File: src/rtl/mmesh_pkg.sv
package mmesh_pkg;

    typedef enum logic {
        PH_IDLE = 1'b0,
        PH_RUN  = 1'b1
    } phase_e;

    // Step (1-based) at which the last product reaches the far corner.
    function automatic int last_step(input int n);
        return 3 * n - 2;
    endfunction

    // Step at which element k of feeder lane l is injected at the edge.
    function automatic int feed_step(input int lane, input int k);
        return lane + k + 1;
    endfunction

    // Accumulator width large enough for n full-scale products.
    function automatic int acc_width(input int n, input int dw);
        return 2 * dw + $clog2(n);
    endfunction

    // Step counter width able to hold last_step(n).
    function automatic int step_width(input int n);
        return $clog2(3 * n);
    endfunction

endpackage

File: src/rtl/mmesh_ctrl.sv
module mmesh_ctrl #(
    parameter int N  = 4,
    parameter int SW = mmesh_pkg::step_width(N)
) (
    input  logic          clk,
    input  logic          rst,
    input  logic          start,
    output logic          run,
    output logic [SW-1:0] step,
    output logic          done
);
    import mmesh_pkg::*;

    localparam logic [SW-1:0] LAST = SW'(last_step(N));

    phase_e        phase_q;
    logic [SW-1:0] step_q;
    logic          done_q;

    always_ff @(posedge clk) begin
        if (rst) begin
            phase_q <= PH_IDLE;
            step_q  <= '0;
            done_q  <= 1'b0;
        end else if (start) begin
            phase_q <= PH_RUN;
            step_q  <= SW'(1);
            done_q  <= 1'b0;
        end else if (phase_q == PH_RUN) begin
            if (step_q == LAST) begin
                phase_q <= PH_IDLE;
                done_q  <= 1'b1;
            end else begin
                step_q <= step_q + SW'(1);
            end
        end
    end

    assign run  = (phase_q == PH_RUN);
    assign step = step_q;
    assign done = done_q;

endmodule

File: src/rtl/mmesh_feeder.sv
module mmesh_feeder #(
    parameter int N  = 4,
    parameter int DW = 8,
    parameter int SW = mmesh_pkg::step_width(N)
) (
    input  logic              run,
    input  logic [SW-1:0]     step,
    input  logic [N*N*DW-1:0] lanes,   // lane l, element k at (l*N+k)*DW
    output logic [N*DW-1:0]   out_val,
    output logic [N-1:0]      out_vld
);
    for (genvar l = 0; l < N; l++) begin : g_lane
        logic [DW-1:0] pick;
        logic          hit;

        always_comb begin
            pick = '0;
            hit  = 1'b0;
            for (int k = 0; k < N; k++) begin
                if (run && step == SW'(mmesh_pkg::feed_step(l, k))) begin
                    pick = lanes[(l*N+k)*DW +: DW];
                    hit  = 1'b1;
                end
            end
        end

        assign out_val[l*DW +: DW] = pick;
        assign out_vld[l]          = hit;
    end

endmodule

File: src/rtl/mmesh_cell.sv
module mmesh_cell #(
    parameter int DW = 8,
    parameter int AW = 18
) (
    input  logic          clk,
    input  logic          rst,
    input  logic          clr,
    input  logic [DW-1:0] n_val,
    input  logic          n_vld,
    input  logic [DW-1:0] w_val,
    input  logic          w_vld,
    output logic [DW-1:0] s_val,
    output logic          s_vld,
    output logic [DW-1:0] e_val,
    output logic          e_vld,
    output logic [AW-1:0] acc
);
    localparam int PW = 2 * DW;

    logic [PW-1:0] prod;
    logic [AW-1:0] acc_q;
    logic [DW-1:0] s_val_q, e_val_q;
    logic          s_vld_q, e_vld_q;

    assign prod = {{DW{1'b0}}, n_val} * {{DW{1'b0}}, w_val};

    always_ff @(posedge clk) begin
        if (rst || clr) begin
            acc_q   <= '0;
            s_val_q <= '0;
            s_vld_q <= 1'b0;
            e_val_q <= '0;
            e_vld_q <= 1'b0;
        end else begin
            if (n_vld && w_vld) begin
                acc_q <= acc_q + AW'(prod);
            end
            s_vld_q <= n_vld;
            s_val_q <= n_vld ? n_val : '0;
            e_vld_q <= w_vld;
            e_val_q <= w_vld ? w_val : '0;
        end
    end

    assign acc   = acc_q;
    assign s_val = s_val_q;
    assign s_vld = s_vld_q;
    assign e_val = e_val_q;
    assign e_vld = e_vld_q;

endmodule

File: src/rtl/mmesh_matmul.sv
module mmesh_matmul #(
    parameter int N  = 4,
    parameter int DW = 8,
    parameter int AW = mmesh_pkg::acc_width(N, DW)
) (
    input  logic              clk,
    input  logic              rst,
    input  logic              start,
    input  logic [N*N*DW-1:0] a_mat,
    input  logic [N*N*DW-1:0] b_mat,
    output logic              done,
    output logic [N*N*AW-1:0] c_mat
);
    localparam int SW = mmesh_pkg::step_width(N);

    // Captured operands
    logic [N*N*DW-1:0] a_q, b_q, b_lanes;

    always_ff @(posedge clk) begin
        if (rst) begin
            a_q <= '0;
            b_q <= '0;
        end else if (start) begin
            a_q <= a_mat;
            b_q <= b_mat;
        end
    end

    // B lanes are columns: lane j element k is B[k][j]
    for (genvar j = 0; j < N; j++) begin : g_bl_j
        for (genvar k = 0; k < N; k++) begin : g_bl_k
            assign b_lanes[(j*N+k)*DW +: DW] = b_q[(k*N+j)*DW +: DW];
        end
    end

    // Sequencing
    logic          run;
    logic [SW-1:0] step;

    mmesh_ctrl #(.N(N), .SW(SW)) u_ctrl (
        .clk   (clk),
        .rst   (rst),
        .start (start),
        .run   (run),
        .step  (step),
        .done  (done)
    );

    // Edge feeders: A rows enter the top, B columns enter the left
    logic [N*DW-1:0] top_val, left_val;
    logic [N-1:0]    top_vld, left_vld;

    mmesh_feeder #(.N(N), .DW(DW), .SW(SW)) u_feed_top (
        .run     (run),
        .step    (step),
        .lanes   (a_q),
        .out_val (top_val),
        .out_vld (top_vld)
    );

    mmesh_feeder #(.N(N), .DW(DW), .SW(SW)) u_feed_left (
        .run     (run),
        .step    (step),
        .lanes   (b_lanes),
        .out_val (left_val),
        .out_vld (left_vld)
    );

    // Mesh wiring: vertical links carry A, horizontal links carry B
    logic [DW-1:0] v_val [N+1][N];
    logic          v_vld [N+1][N];
    logic [DW-1:0] h_val [N][N+1];
    logic          h_vld [N][N+1];
    logic [AW-1:0] acc   [N][N];

    for (genvar c = 0; c < N; c++) begin : g_top
        assign v_val[0][c] = top_val[c*DW +: DW];
        assign v_vld[0][c] = top_vld[c];
    end

    for (genvar r = 0; r < N; r++) begin : g_left
        assign h_val[r][0] = left_val[r*DW +: DW];
        assign h_vld[r][0] = left_vld[r];
    end

    for (genvar r = 0; r < N; r++) begin : g_row
        for (genvar c = 0; c < N; c++) begin : g_col
            mmesh_cell #(.DW(DW), .AW(AW)) u_cell (
                .clk   (clk),
                .rst   (rst),
                .clr   (start),
                .n_val (v_val[r][c]),
                .n_vld (v_vld[r][c]),
                .w_val (h_val[r][c]),
                .w_vld (h_vld[r][c]),
                .s_val (v_val[r+1][c]),
                .s_vld (v_vld[r+1][c]),
                .e_val (h_val[r][c+1]),
                .e_vld (h_vld[r][c+1]),
                .acc   (acc[r][c])
            );
            // Mesh column c holds row c of the result; mesh row r its column r
            assign c_mat[(c*N+r)*AW +: AW] = acc[r][c];
        end
    end

    // Operands leaving the far edges of the mesh
    logic [N-1:0]    spill_a_vld, spill_b_vld;
    logic [N*DW-1:0] spill_a_val, spill_b_val;

    for (genvar x = 0; x < N; x++) begin : g_spill
        assign spill_a_vld[x]            = v_vld[N][x];
        assign spill_a_val[x*DW +: DW]   = v_val[N][x];
        assign spill_b_vld[x]            = h_vld[x][N];
        assign spill_b_val[x*DW +: DW]   = h_val[x][N];
    end

endmodule

File: config.mk
export PLATFORM = sky130hd
export DESIGN_NAME = mmesh_matmul
export DESIGN_NICKNAME = d
export VERILOG_FILES = /design/src/rtl/mmesh_pkg.sv /design/src/rtl/mmesh_ctrl.sv /design/src/rtl/mmesh_feeder.sv /design/src/rtl/mmesh_cell.sv /design/src/rtl/mmesh_matmul.sv
export SDC_FILE = /design/constraint.sdc
export NUM_CORES = 2
export LEC_CHECK = 0
export BUFFER_PORTS_ARGS = -buffer_cell sky130_fd_sc_hd__buf_2
export CAP_MARGIN = 20
export CORE_ASPECT_RATIO = 1.1
export CORE_MARGIN = 4
export CORE_UTILIZATION = 67
export DETAILED_ROUTE_END_ITERATION = 7
export HOLD_SLACK_MARGIN = 0.02
export PLACE_DENSITY = 0.88
export SLEW_MARGIN = 20
export SYNTH_ARGS = -nofsm -noshare
export SYNTH_HDL_FRONTEND = slang
export SYNTH_SLANG_ARGS = --single-unit
File: constraint.sdc
create_clock -name clk -period 16.1 [get_ports clk]
set_input_delay 4.83 -clock clk [delete_from_list [all_inputs] [get_ports clk]]
set_output_delay 4.83 -clock clk [all_outputs]
set_load 0.01 [all_outputs]
==> results.md <==
Synthesis:
- In this run the biggest area consumer among cell types represents 23.6% of the synthesized area.
- The commonest register cell after synthesis is sky130_fd_sc_hd__dfxtp_1.
- The synthesized netlist net count is 9469.
- Ranked by total cell area, the synthesized netlist is headed by sky130_fd_sc_hd__fa_1, sky130_fd_sc_hd__dfxtp_1, sky130_fd_sc_hd__ha_1, sky130_fd_sc_hd__inv_1, sky130_fd_sc_hd__and2_1.
- The synthesized design contains 754 register bits.
- The synthesized design spends more area on one cell type than any other, namely sky130_fd_sc_hd__fa_1.
- The number of different library cells in the post-synthesis netlist is 85.
- The count of flip-flops with a built-in enable after synthesis is 0.
- Sequential cells were found to cover 22.3% of the synthesized design area.
- The count of yosys warnings during synthesis is 0.
- The number of standard cells after synthesis is 7766.
- Counting flops with an async set or reset pin after synthesis yields a share of 0%.
- The cell area after synthesis is 0.0678 mm^2.
- The post-synthesis area per instance is 8.73 um^2.

Finish:
- From synthesis to final layout, the design area changed by 9.62%.
- The area of all sequential standard cells is 0.0151 mm^2.
- The fraction of final layout cells with drive strength greater than 1 is 9.70%.
- Leaving out fill and tap cells, the most frequent cells in the layout are sky130_fd_sc_hd__inv_1, sky130_fd_sc_hd__nand2_1, sky130_fd_sc_hd__fa_1, sky130_fd_sc_hd__dfxtp_1, sky130_fd_sc_hd__ha_1.
- The final net count is 9845.
- The finished layout cell area is 0.0744 mm^2.
- Counting the fill cells in the layout gives 7066.
- The most common library cell in the layout ignoring fill and taps is sky130_fd_sc_hd__inv_1.
- The area used by multi-input combinational logic is 0.0463 mm^2.

Hold path:
- The worst hold path terminates at g_row[0].g_col[0].u_cell.acc[2]$_SDFFE_PP0N_.
- The cell count of the worst hold path is 2.
- The worst hold path begins at g_row[0].g_col[0].u_cell.acc[2]$_SDFFE_PP0N_.
- The tightest min-delay check is of the flop to flop type.

Placement:
- The count of input and output buffers is 547.
- In this run the cell area measured after placement is 0.0714 mm^2.
- The final weighted congestion in routability-driven placement is 0.978.
- Once detailed placement completed, the half-perimeter wirelength came to 149000 um.

Setup path:
- The launch point of the worst reg-to-reg path is u_ctrl.step[0]$_SDFFE_PP0P_.
- The slowest cell on the critical path is sky130_fd_sc_hd__nor2b_2.
- In this design, the stage delay of the slowest critical-path cell is 950 ps.
- For flop-to-flop paths, the worst setup slack is 8120 ps.
- The critical path contains buffers and inverters numbering 4 combined.
- The maximum fanout along the worst path is 24.
- STA puts the critical path data arrival time at 8600 ps.
- The critical path goes through inv_1 -> ha_1 -> and3_1 -> nor2b_2 -> a221oi_1 -> nor2_1 -> nand2_1 -> fa_1 -> inv_1 -> fa_1 -> fa_1 -> inv_1 -> fa_1 -> inv_1 -> ha_1 -> a211o_1 -> a211o_1 -> a41o_1 -> a221oi_2 -> xnor2_1 -> nand2_1 -> a21oi_1.
- In this design, the largest share of critical-path delay is due to adder cells.
- The worst register-to-register path ends at g_row[0].g_col[1].u_cell.acc[14]$_SDFFE_PP0P_.
- The worst setup path is captured at a flop.
- Data on the critical path is required at its endpoint by 16720 ps.
- The cell count of the worst reg-to-reg path is 22.
- The kind of start point of the critical path is a flop.
- The setup path with the least slack is of type flop to flop.

Timing:
- The final-report hold violation count is 0.
- Setup violations remaining at the end of the flow were counted as 0.
- For the pin with the worst max-slew slack, the measured transition is 1120 ps.
- On the final layout, the worst hold slack is 470 ps.
- Across the routed clock network, the largest skew measured is 51.0 ps.
- Setup repair after global routing left no endpoint under its margin.
- For the final routed database, the setup TNS stands at 0 ps.
- The highest attainable clock frequency is 0.125 GHz.
- The worst path needs 7980 ps of the cycle, external delays included.
- The share of the cycle needed by the critical path after routing is 49.6%.
- The final count of pins violating max slew is 0.
- The worst pin sits at a relative slew slack of 25.2%.

Pwr:
- For this design the ratio of total power to cell area is 56.2 mW/mm^2.
- The worst-case IR drop observed on VDD is 0.0000884 V.
- The leakage power of the design is 38.3 nW.
- The total power is 4.18 mW.

Detailed routing:
- The overall routed net length is 191000 um.
- The average via count per standard cell is 5.83.
- The number of nets with antenna violations after routing is 0.
- The first TritonRoute pass finished after 6 iterations.
- The vias after detailed routing is 55540.
- The initial DRC count is 4225.
- After detailed routing, the average wire length per cell comes to 20.1 um.
- In the routed design, unresolved DRC markers number 0.

Floorplanning:
- The initial cell density of the core is 67.4%.
- The floorplan step defined a die boundary enclosing 0.106 mm^2.
- The vertical die dimension is 342 um.
- Measured along the x axis, the die boundary spans 311 um.
- After floorplanning, the core was divided into 122 placement rows.
- The floorplan step defined a core boundary enclosing 0.101 mm^2.
- In this run the count of I/O pins placed on the die edge is 548.

Clock tree:
- The clock latency at the later pin of the worst-skew pair is 700 ps.
- After clock tree synthesis, the repair step resized 0 gates.
- The cell at the root of the clock tree is sky130_fd_sc_hd__clkbuf_16.
- Clock-pin slew was measured on the worst setup and hold paths at 60 ps.
- Counting every sink on the clock net gives 754.
- The clock tree synthesis step divided the H-tree into 3 levels.
- The maximum buffer depth of the clock tree is 3.
- In this run, CTS created clock tree buffers numbering 84.
- The clock tree from TritonCTS is built.
- The number of setup buffers added after CTS is 0.
- The number of hold buffers added after CTS was 0.

GRT:
- The maximum number of pins on one net before global-route repair is 125.
- The number of global-route vias before repair was 57555.
- The overall global routing resource usage is 35.7%.
- The first global-routing pass estimated 303000 um of wire.
- The number of antenna violations at the first check in global routing is 13.
- Summed over all layers, the global routing overflow is 0.

Run:
- Max-cap violations in this run came to 0.

Status:
- The run finished with clean final reports.
[worst register-to-register path: cells and delay by family, from the launching register on]
kind / cells / cell delay, ps
buffers and inverters: 4 / 270
and+or+nand+nor: 5 / 2590
adders and majority gates: 6 / 3000
xor gates and xnor gates: 1 / 140
DFF: 1 / 340
AOI/OAI and AO/OA: 6 / 1550
[state kept, by name (all words and copies together), names as in the netlist]
name and count:
g_row.g_col.u_cell.acc 288, a_q 128, b_q 128, g_row.g_col.u_cell.e_val 96
g_row.g_col.u_cell.s_val 96, g_row.g_col.u_cell.s_vld 10, u_ctrl.step 4, g_row.g_col.u_cell.e_vld 2
u_ctrl.done 1, u_ctrl.run 1
[worst max path at each step]
stage,cells past startpoint,start,to,slack (ps)
2_1_floorplan,5,start,a_q[107]$_SDFFE_PP0P_,9890
3_3_place_gp,7,start,g_row[1].g_col[0].u_cell.acc[14]$_SDFFE_PP0P_,7840
3_5_place_dp,7,start,g_row[1].g_col[0].u_cell.acc[14]$_SDFFE_PP0P_,7840
4_1_cts,22,u_ctrl.step[0]$_SDFFE_PP0P_,g_row[0].g_col[1].u_cell.acc[14]$_SDFFE_PP0P_,8250
5_1_grt,22,u_ctrl.step[0]$_SDFFE_PP0P_,g_row[0].g_col[1].u_cell.acc[14]$_SDFFE_PP0P_,7780
6_report,22,u_ctrl.step[0]$_SDFFE_PP0P_,g_row[0].g_col[1].u_cell.acc[14]$_SDFFE_PP0P_,8120
[cell usage after synthesis (146+ instances only)]
cell type,instances
sky130_fd_sc_hd__inv_1,1423
sky130_fd_sc_hd__a21oi_1,390
sky130_fd_sc_hd__clkbuf_1,217
sky130_fd_sc_hd__o21ai_0,146
sky130_fd_sc_hd__and2_1,583
sky130_fd_sc_hd__fa_1,800
sky130_fd_sc_hd__nand2_1,920
sky130_fd_sc_hd__nor2_1,485
sky130_fd_sc_hd__dfxtp_1,754
sky130_fd_sc_hd__and3_1,154
sky130_fd_sc_hd__ha_1,644
sky130_fd_sc_hd__mux2i_1,311
[per-stage QoR]
step	std cells	utilization (%)	worst slack (ps)
floorplan	7766	-	9890
global placement	9358	71.0	7840
detailed placement	9358	71.0	7840
CTS	9510	73.9	8250
global route	9519	73.9	7780
finish	9521	73.9	8120
[metal layers]
layer	up-vias	share of wire (%)	track usage, %
met4	2	8.5	25.6
met2	2491	47	59.8
li1	25236	-	-
met5	-	0.0068	0
met3	759	8.6	7.76
met1	27052	36	40.6
[power by group]
| part | leakage (nW) | switching, mW | internal, mW | total, mW |
|---|---|---|---|---|
| clock network | 1.41 | 0.897 | 1.16 | 2.06 |
| registers | 6.12 | 0.0267 | 1.90 | 1.93 |
| logic | 30.7 | 0.114 | 0.0740 | 0.188 |
[cell type report]
class | instances | area share, %
Inverter | 1423 | 7.18
Clock inverter | 49 | 0.885
Sequential cell | 754 | 20.3
Antenna cell | 11 | 0.0370
Clock buffer | 103 | 3.07
Timing Repair Buffer | 583 | 4.09
Tap cell | 1302 | 2.19
Multi-Input combinational cell | 5296 | 62.2
[cells by family after synthesis]
family          synth area share [%]
mux                             4.61
simple gates                    17.3
buf+inv                         9.56
xor+xnor                        1.81
compound gates                  8.97
flops                           22.3
fa+ha+maj                       35.5
No activity file was read; power rests on OpenSTA's default activity.
